`src/rtl/sar_pkg.sv`:
```
package sar_pkg;
  typedef enum logic [2:0] {
    ST_IDLE,
    ST_STROBE,
    ST_WAIT_LO,
    ST_WAIT_HI,
    ST_SHIFT,
    ST_DONE
  } sar_state_e;
endpackage

```
`src/rtl/sar_tick_gen.sv`:
```
module sar_tick_gen #(
  parameter int PERIOD_CYC = 250
) (
  input  logic clk,
  input  logic rst_n,
  output logic tick
);
  localparam int CW = (PERIOD_CYC > 1) ? $clog2(PERIOD_CYC) : 1;
  logic [CW-1:0] cnt;

  assign tick = (cnt == CW'(PERIOD_CYC - 1));

  always_ff @(posedge clk) begin
    if (!rst_n)    cnt <= '0;
    else if (tick) cnt <= '0;
    else           cnt <= cnt + 1'b1;
  end
endmodule

```
`src/rtl/sar_busy_sync.sv`:
```
module sar_busy_sync #(
  parameter int STAGES = 2
) (
  input  logic clk,
  input  logic rst_n,
  input  logic d,
  output logic q
);
  logic [STAGES-1:0] ff;

  generate
    if (STAGES == 1) begin : g_single
      always_ff @(posedge clk) begin
        if (!rst_n) ff <= '1;
        else        ff <= d;
      end
    end else begin : g_chain
      always_ff @(posedge clk) begin
        if (!rst_n) ff <= '1;
        else        ff <= {ff[STAGES-2:0], d};
      end
    end
  endgenerate

  assign q = ff[STAGES-1];
endmodule

```
`src/rtl/sar_clk_shaper.sv`:
```
module sar_clk_shaper #(
  parameter int SCLK_HI = 2,
  parameter int SCLK_LO = 2,
  parameter int NBITS   = 16
) (
  input  logic clk,
  input  logic rst_n,
  input  logic run,
  output logic sclk,
  output logic sample,
  output logic last
);
  localparam int PER = SCLK_HI + SCLK_LO;
  localparam int PW  = (PER > 1) ? $clog2(PER) : 1;
  localparam int BW  = (NBITS > 1) ? $clog2(NBITS) : 1;

  logic [PW-1:0] phase;
  logic [BW-1:0] bitc;
  logic          wrap;

  assign wrap   = (phase == PW'(PER - 1));
  assign sclk   = run && (phase < PW'(SCLK_HI));
  assign sample = run && wrap;
  assign last   = sample && (bitc == BW'(NBITS - 1));

  always_ff @(posedge clk) begin
    if (!rst_n || !run) begin
      phase <= '0;
      bitc  <= '0;
    end else if (wrap) begin
      phase <= '0;
      bitc  <= bitc + 1'b1;
    end else begin
      phase <= phase + 1'b1;
    end
  end
endmodule

```
`src/rtl/sar_shift_in.sv`:
```
module sar_shift_in #(
  parameter int W = 16
) (
  input  logic         clk,
  input  logic         rst_n,
  input  logic         en,
  input  logic         din,
  output logic [W-1:0] word
);
  always_ff @(posedge clk) begin
    if (!rst_n)  word <= '0;
    else if (en) word <= {word[W-2:0], din};
  end
endmodule

```
`src/rtl/sar_readout_ctrl.sv`:
```
module sar_readout_ctrl
  import sar_pkg::*;
#(
  parameter int W           = 16,
  parameter int STROBE_CYC  = 3,
  parameter int PERIOD_CYC  = 250,
  parameter int BUSY_TO     = 220,
  parameter int SCLK_HI     = 2,
  parameter int SCLK_LO     = 2,
  parameter int SYNC_STAGES = 2
) (
  input  logic         clk,
  input  logic         rst_n,
  input  logic         busy_i,
  input  logic         sdata_i,
  input  logic         fmt_flip_i,
  input  logic         out_ready_i,
  output logic         conv_n_o,
  output logic         cs_n_o,
  output logic         sclk_o,
  output logic         out_valid_o,
  output logic [W-1:0] out_data_o,
  output logic         timeout_err_o
);
  localparam int SCW = (STROBE_CYC > 1) ? $clog2(STROBE_CYC) : 1;
  localparam int TOW = $clog2(BUSY_TO + 1);

  sar_state_e     st;
  logic [SCW-1:0] scnt;
  logic [TOW-1:0] tcnt;
  logic           tick, busy_s, shift_run, smp, smp_last, to_hit;
  logic [W-1:0]   sreg, captured, coded;

  sar_tick_gen #(.PERIOD_CYC(PERIOD_CYC)) u_tick (
    .clk(clk), .rst_n(rst_n), .tick(tick));

  sar_busy_sync #(.STAGES(SYNC_STAGES)) u_sync (
    .clk(clk), .rst_n(rst_n), .d(busy_i), .q(busy_s));

  sar_clk_shaper #(.SCLK_HI(SCLK_HI), .SCLK_LO(SCLK_LO), .NBITS(W)) u_shaper (
    .clk(clk), .rst_n(rst_n), .run(shift_run),
    .sclk(sclk_o), .sample(smp), .last(smp_last));

  sar_shift_in #(.W(W)) u_shift (
    .clk(clk), .rst_n(rst_n), .en(smp), .din(sdata_i), .word(sreg));

  assign shift_run = (st == ST_SHIFT);
  assign captured  = {sreg[W-2:0], sdata_i};
  assign coded     = captured ^ {fmt_flip_i, {(W-1){1'b0}}};
  assign to_hit    = (tcnt >= TOW'(BUSY_TO - 1));

  assign conv_n_o    = (st != ST_STROBE);
  assign cs_n_o      = !((st == ST_STROBE) || (st == ST_SHIFT));
  assign out_valid_o = (st == ST_DONE);

  always_ff @(posedge clk) begin
    if (!rst_n) begin
      st            <= ST_IDLE;
      scnt          <= '0;
      tcnt          <= '0;
      timeout_err_o <= 1'b0;
      out_data_o    <= '0;
    end else begin
      case (st)
        ST_IDLE: begin
          if (tick) begin
            st   <= ST_STROBE;
            scnt <= '0;
          end
        end
        ST_STROBE: begin
          if (scnt == SCW'(STROBE_CYC - 1)) begin
            st   <= ST_WAIT_LO;
            tcnt <= '0;
          end else begin
            scnt <= scnt + 1'b1;
          end
        end
        ST_WAIT_LO: begin
          tcnt <= tcnt + 1'b1;
          if (!busy_s) st <= ST_WAIT_HI;
          else if (to_hit) begin
            timeout_err_o <= 1'b1;
            st            <= ST_IDLE;
          end
        end
        ST_WAIT_HI: begin
          tcnt <= tcnt + 1'b1;
          if (busy_s) st <= ST_SHIFT;
          else if (to_hit) begin
            timeout_err_o <= 1'b1;
            st            <= ST_IDLE;
          end
        end
        ST_SHIFT: begin
          if (smp_last) begin
            st         <= ST_DONE;
            out_data_o <= coded;
          end
        end
        ST_DONE: begin
          if (out_ready_i) st <= ST_IDLE;
        end
        default: st <= ST_IDLE;
      endcase
    end
  end
endmodule

```
`config.mk`:
```
export PLATFORM = sky130hd
export DESIGN_NAME = sar_readout_ctrl
export DESIGN_NICKNAME = d
export VERILOG_FILES = /design/src/rtl/sar_pkg.sv /design/src/rtl/sar_tick_gen.sv /design/src/rtl/sar_busy_sync.sv /design/src/rtl/sar_clk_shaper.sv /design/src/rtl/sar_shift_in.sv /design/src/rtl/sar_readout_ctrl.sv
export SDC_FILE = /design/constraint.sdc
export NUM_CORES = 1
export LEC_CHECK = 0
export BUFFER_PORTS_ARGS = -buffer_cell sky130_fd_sc_hd__buf_2
export CAP_MARGIN = 20
export CORE_AREA = 2 2 70 72
export CTS_BUF_LIST = sky130_fd_sc_hd__clkbuf_4 sky130_fd_sc_hd__clkbuf_8 sky130_fd_sc_hd__clkbuf_16
export DETAILED_ROUTE_END_ITERATION = 10
export DIE_AREA = 0 0 72 74
export GPL_TIMING_DRIVEN = 0
export PLACE_DENSITY_LB_ADDON = 0.1
export RECOVER_POWER = 50
export SYNTH_ARGS = -nofsm -noshare
export SYNTH_HDL_FRONTEND = slang
export SYNTH_SLANG_ARGS = --single-unit
```
`constraint.sdc`:
```
create_clock -name clk -period 2.05 [get_ports clk]
set_input_delay 0 -clock clk [delete_from_list [all_inputs] [get_ports clk]]
set_output_delay 0 -clock clk [all_outputs]
set_load 0.005 [all_outputs]
```
==> results summary <==
The combinational family with the most area after synthesis is simple AND/OR/NAND/NOR gates. The total wire length came out at 4650 um. The length in cells of the worst reg-to-reg path is 4. The startpoint identified for the worst hold timing path is u_sync.ff[0]. Routability-driven placement finished with a final weighted congestion of 0.787. The min-delay analysis places its worst path in the category register to register. The signal on the critical path passes through clkbuf_1, clkbuf_1, nand3_1, nor3b_1. The number of search-and-repair iterations in the first detailed-routing pass came out at 5. The worst path needs 1.78 ns of the cycle, external delays included. The global-route usage over all layers is 0.191. The via count of the first global-routing pass came out at 1837. The post-synthesis cell area came out at 0.00251 mm2.

Setup repair after global routing left no endpoint under its margin. The average routed wire per standard cell is 11.6 um. In this run the tool buffered the top-level ports with 25 buffer cells. The number of hold buffers added after CTS is 6.

The post-route clock period utilization is 0.869. The initial core utilization is 0.546. The detailed-placement wirelength estimate came out at 3230 um. The total clock sinks is 61.

Grouping stages by cell kind, the critical path spends the most delay in buffers and inverters. Based on the critical path, the design can be clocked at up to 0.562 GHz. The number of rows in the core area came out at 25. Counting both buffers and inverters, the worst setup path holds a total of 2. Counting instances, the worst hold path has a depth of 1. Entering global routing, the biggest net connects 12 pins.

The utilization after layout is 0.648. The post-cts sizing count came out at 0. The global-route wire length before repair is 7930 um.

The cell chosen for the clock root is sky130_fd_sc_hd__clkbuf_8. The setup check on the worst reg-to-reg path leaves a slack of 0.27 ns. Of the total synthesized cell area, the portion taken by XOR and XNOR cells is 0.0628. The largest stage delay on the critical path is 0.41 ns. Tracing the worst setup path back leads to its startpoint at st[2]. The global route total overflow is 0. Summing all multi-input logic gate instances after layout gives 0.00118 mm2. For this run, the register share of the synthesized area comes to 0.487. The CTS H-tree depth is 3. The clock insertion delay at the later pin of the skew report came out at 0.33 ns. Among all stages on the critical path, the largest delay is contributed by sky130_fd_sc_hd__clkbuf_1.

The die boundary height is 74 um. Max-cap violations in this run came to 0. Counting flops and latches in the post-synthesis netlist gives 61. The critical path class is register to register. TritonCTS built the clock tree. The final-report hold violation count came to 0. The floorplan die area is 0.00533 mm2. The growth of design area from synthesis to finish came out at 18.6%. Of the total synthesized cell area, the portion taken by AND, OR, NAND and NOR gates is 0.250.

The vias per cell is 5.17. For this design the ratio of total power to cell area is 813 mW/mm2. The routed via count came out at 2066. Counting the fill cells in the layout gives 415. Setup violations remaining at the end of the flow were counted as 0. The number of antenna violations at the first check in global routing is 0.

After the last flow step, the layout net total stands at 353. The worst ir drop on vdd is 507 uV. The cell count after synthesis came out at 299. During I/O placement, the number of pins put on the boundary was 27. The count of cell types in the netlist is 37. The register clock-pin slew on the reported worst setup and hold paths is 0.07 ns. The die extent in x is 72 um. The final clock skew is 0.00709 ns. In this run the mean area of a mapped cell was 8.39 um2. The startpoint identified for the worst register-to-register timing path is st[2]. The critical register-to-register path endpoint is u_shaper.phase[1]. The mux share of post-synthesis cell area is 0.00399.

The relative slew slack is 0.591. Summed over all cells, the static leakage comes to 1.06 nW. The count of buffers added by post-CTS timing repair for setup is 0. The largest area contributor in the netlist is sky130_fd_sc_hd__dfxtp_1. The post-synth net total is 311. The share of synthesized area in the top cell type comes to 0.487. The final sum of negative setup slack is 0 ns. The data required time of the critical path came out at 2.30 ns. The launching element type of the critical path is a register. The critical path arrival is 2.03 ns. The run finished with clean final reports. The core footprint is 0.00460 mm2. The nature of the critical path endpoint is a register. The final-report max-slew violation count came out at 0. The clock buffer count from CTS came out at 9. The adder and majority cell fraction of the synthesized area is 0.0299. After detailed routing, the number of remaining DRC violations is 0. The Yosys step of the flow raised 0 warnings. The maximum fanout along the worst path is 10.

Yosys attributes the largest share of cell area to sky130_fd_sc_hd__dfxtp_1 (49%), sky130_fd_sc_hd__nand2_1 (10%), sky130_fd_sc_hd__a21oi_1 (6.6%), sky130_fd_sc_hd__nor2_1 (4.5%), sky130_fd_sc_hd__xnor2_1 (3.8%). The area fraction in compound gates after synthesis came to 0.125. The first routing iteration left 112 violations. Counting stages on the worst path, the most repeated cell is sky130_fd_sc_hd__clkbuf_1. The fraction of layout instances using a drive strength above 1 came out at 0.133. The worst min-delay path endpoint is u_sync.ff[1]. The final antenna-violating net count came out at 0. The number of antenna diodes in the final layout is 0. The pin slew with the least headroom to its limit is 0.613 ns. The deepest clock path buffer count came out at 2. Across the whole layout, storage elements account for 0.00122 mm2.
[stage by stage]
step	power [mW]	setup WS, ns	hold slack (ns)	cell area [um2]	cells
final	2.42	0.269	0.416	2980	400
after global routing	2.51	0.120	0.426	2980	400
after CTS	2.44	0.342	0.424	2990	400
after detailed placement	1.26	0.352	0.200	2700	378
after global placement	1.26	0.370	0.182	2700	378
after floorplan	1.25	0.478	0.101	2510	299
[layer usage]
layer / global-route usage / routed length (um) / up-vias
met3: 0.0488 / 197 / 8
met4: 0.0943 / 65 / 0
met2: 0.307 / 2150 / 44
li1: - / - / 1092
met5: 0 / 0 / -
met1: 0.243 / 2240 / 922
[registers in the layout, summed over array words and instances (netlist names)]
signal / count
u_sync.ff: 2
st: 3
timeout_err_o: 1
u_shaper.phase: 2
tcnt: 8
u_shift.word: 15
scnt: 2
out_data_o: 16
u_shaper.bitc: 4
u_tick.cnt: 8
[Yosys cell counts]
cell	count
sky130_fd_sc_hd__nor3b_1	2
sky130_fd_sc_hd__a31oi_1	3
sky130_fd_sc_hd__nand2_1	69
sky130_fd_sc_hd__nor2_1	30
sky130_fd_sc_hd__dfxtp_1	61
sky130_fd_sc_hd__o21ai_0	9
sky130_fd_sc_hd__o211a_1	1
sky130_fd_sc_hd__o211ai_1	3
sky130_fd_sc_hd__a21oi_1	33
sky130_fd_sc_hd__nand4bb_1	1
sky130_fd_sc_hd__xor2_1	7
sky130_fd_sc_hd__nand2b_1	7
sky130_fd_sc_hd__o21ai_1	1
sky130_fd_sc_hd__o21a_1	1
sky130_fd_sc_hd__or2_1	1
sky130_fd_sc_hd__xnor2_1	11
sky130_fd_sc_hd__inv_1	5
sky130_fd_sc_hd__nor4b_4	1
sky130_fd_sc_hd__a211oi_1	3
sky130_fd_sc_hd__o41ai_1	1
sky130_fd_sc_hd__buf_4	3
sky130_fd_sc_hd__nand3_1	7
sky130_fd_sc_hd__nor3_1	4
sky130_fd_sc_hd__o32ai_1	1
sky130_fd_sc_hd__mux2i_1	1
sky130_fd_sc_hd__nor4_1	4
sky130_fd_sc_hd__nand4_1	5
sky130_fd_sc_hd__ha_1	6
sky130_fd_sc_hd__clkbuf_1	6
sky130_fd_sc_hd__and3_1	1
sky130_fd_sc_hd__or3_1	1
sky130_fd_sc_hd__buf_2	5
sky130_fd_sc_hd__nor2_4	1
sky130_fd_sc_hd__buf_6	1
sky130_fd_sc_hd__nor2b_1	1
sky130_fd_sc_hd__nor4b_2	1
sky130_fd_sc_hd__clkinv_1	1
[kinds of logic after synthesis]
logic type,count (synthesis)
and+or+nand+nor,136
muxes,1
AOI/OAI and AO/OA,56
buffers and inverters,21
DFF,61
xor gates and xnor gates,18
adders and majority gates,6
[placed cells by master (no fill, tap or decap), drive strengths merged, types with 10 or more instances in the layout]
cell type,instances
buf,27
nor2,31
a21oi,33
xnor2,11
clkbuf,23
o21ai,10
dfxtp,61
nand2,69
[worst max-delay path by stage]
stage / cells after the start / endpoint
6_report: 4 / u_shaper.phase[1]
5_1_grt: 4 / u_shaper.phase[1]
4_1_cts: 6 / u_shift.word[11]
3_5_place_dp: 9 / out_data_o[8]
3_3_place_gp: 9 / out_data_o[12]
2_1_floorplan: 9 / out_data_o[5]
[worst reg2reg max path, delay by kind of cell (launching register included)]
kind | cells | cell delay, ns
buf+inv | 2 | 0.80
flops | 1 | 0.35
simple gates | 2 | 0.55
[final cells by class]
type / count / area share
repair buffers: 31 / 0.0605
clock buffers: 10 / 0.0462
well taps: 54 / 0.0227
inverters: 6 / 0.00756
flip-flops and latches: 61 / 0.410
clock inverters: 6 / 0.0290
plain buffers: 15 / 0.0261
multi-input cells: 217 / 0.398
[power breakdown]
| part | internal, mW | total [mW] | switching (mW) |
|---|---|---|---|
| Sequential | 1.19 | 1.20 | 0.00651 |
| Clock | 0.715 | 1.18 | 0.462 |
| Combinational | 0.0192 | 0.0457 | 0.0266 |
| Total | 1.93 | 2.42 | 0.495 |
(Power assumes the default switching activity.)
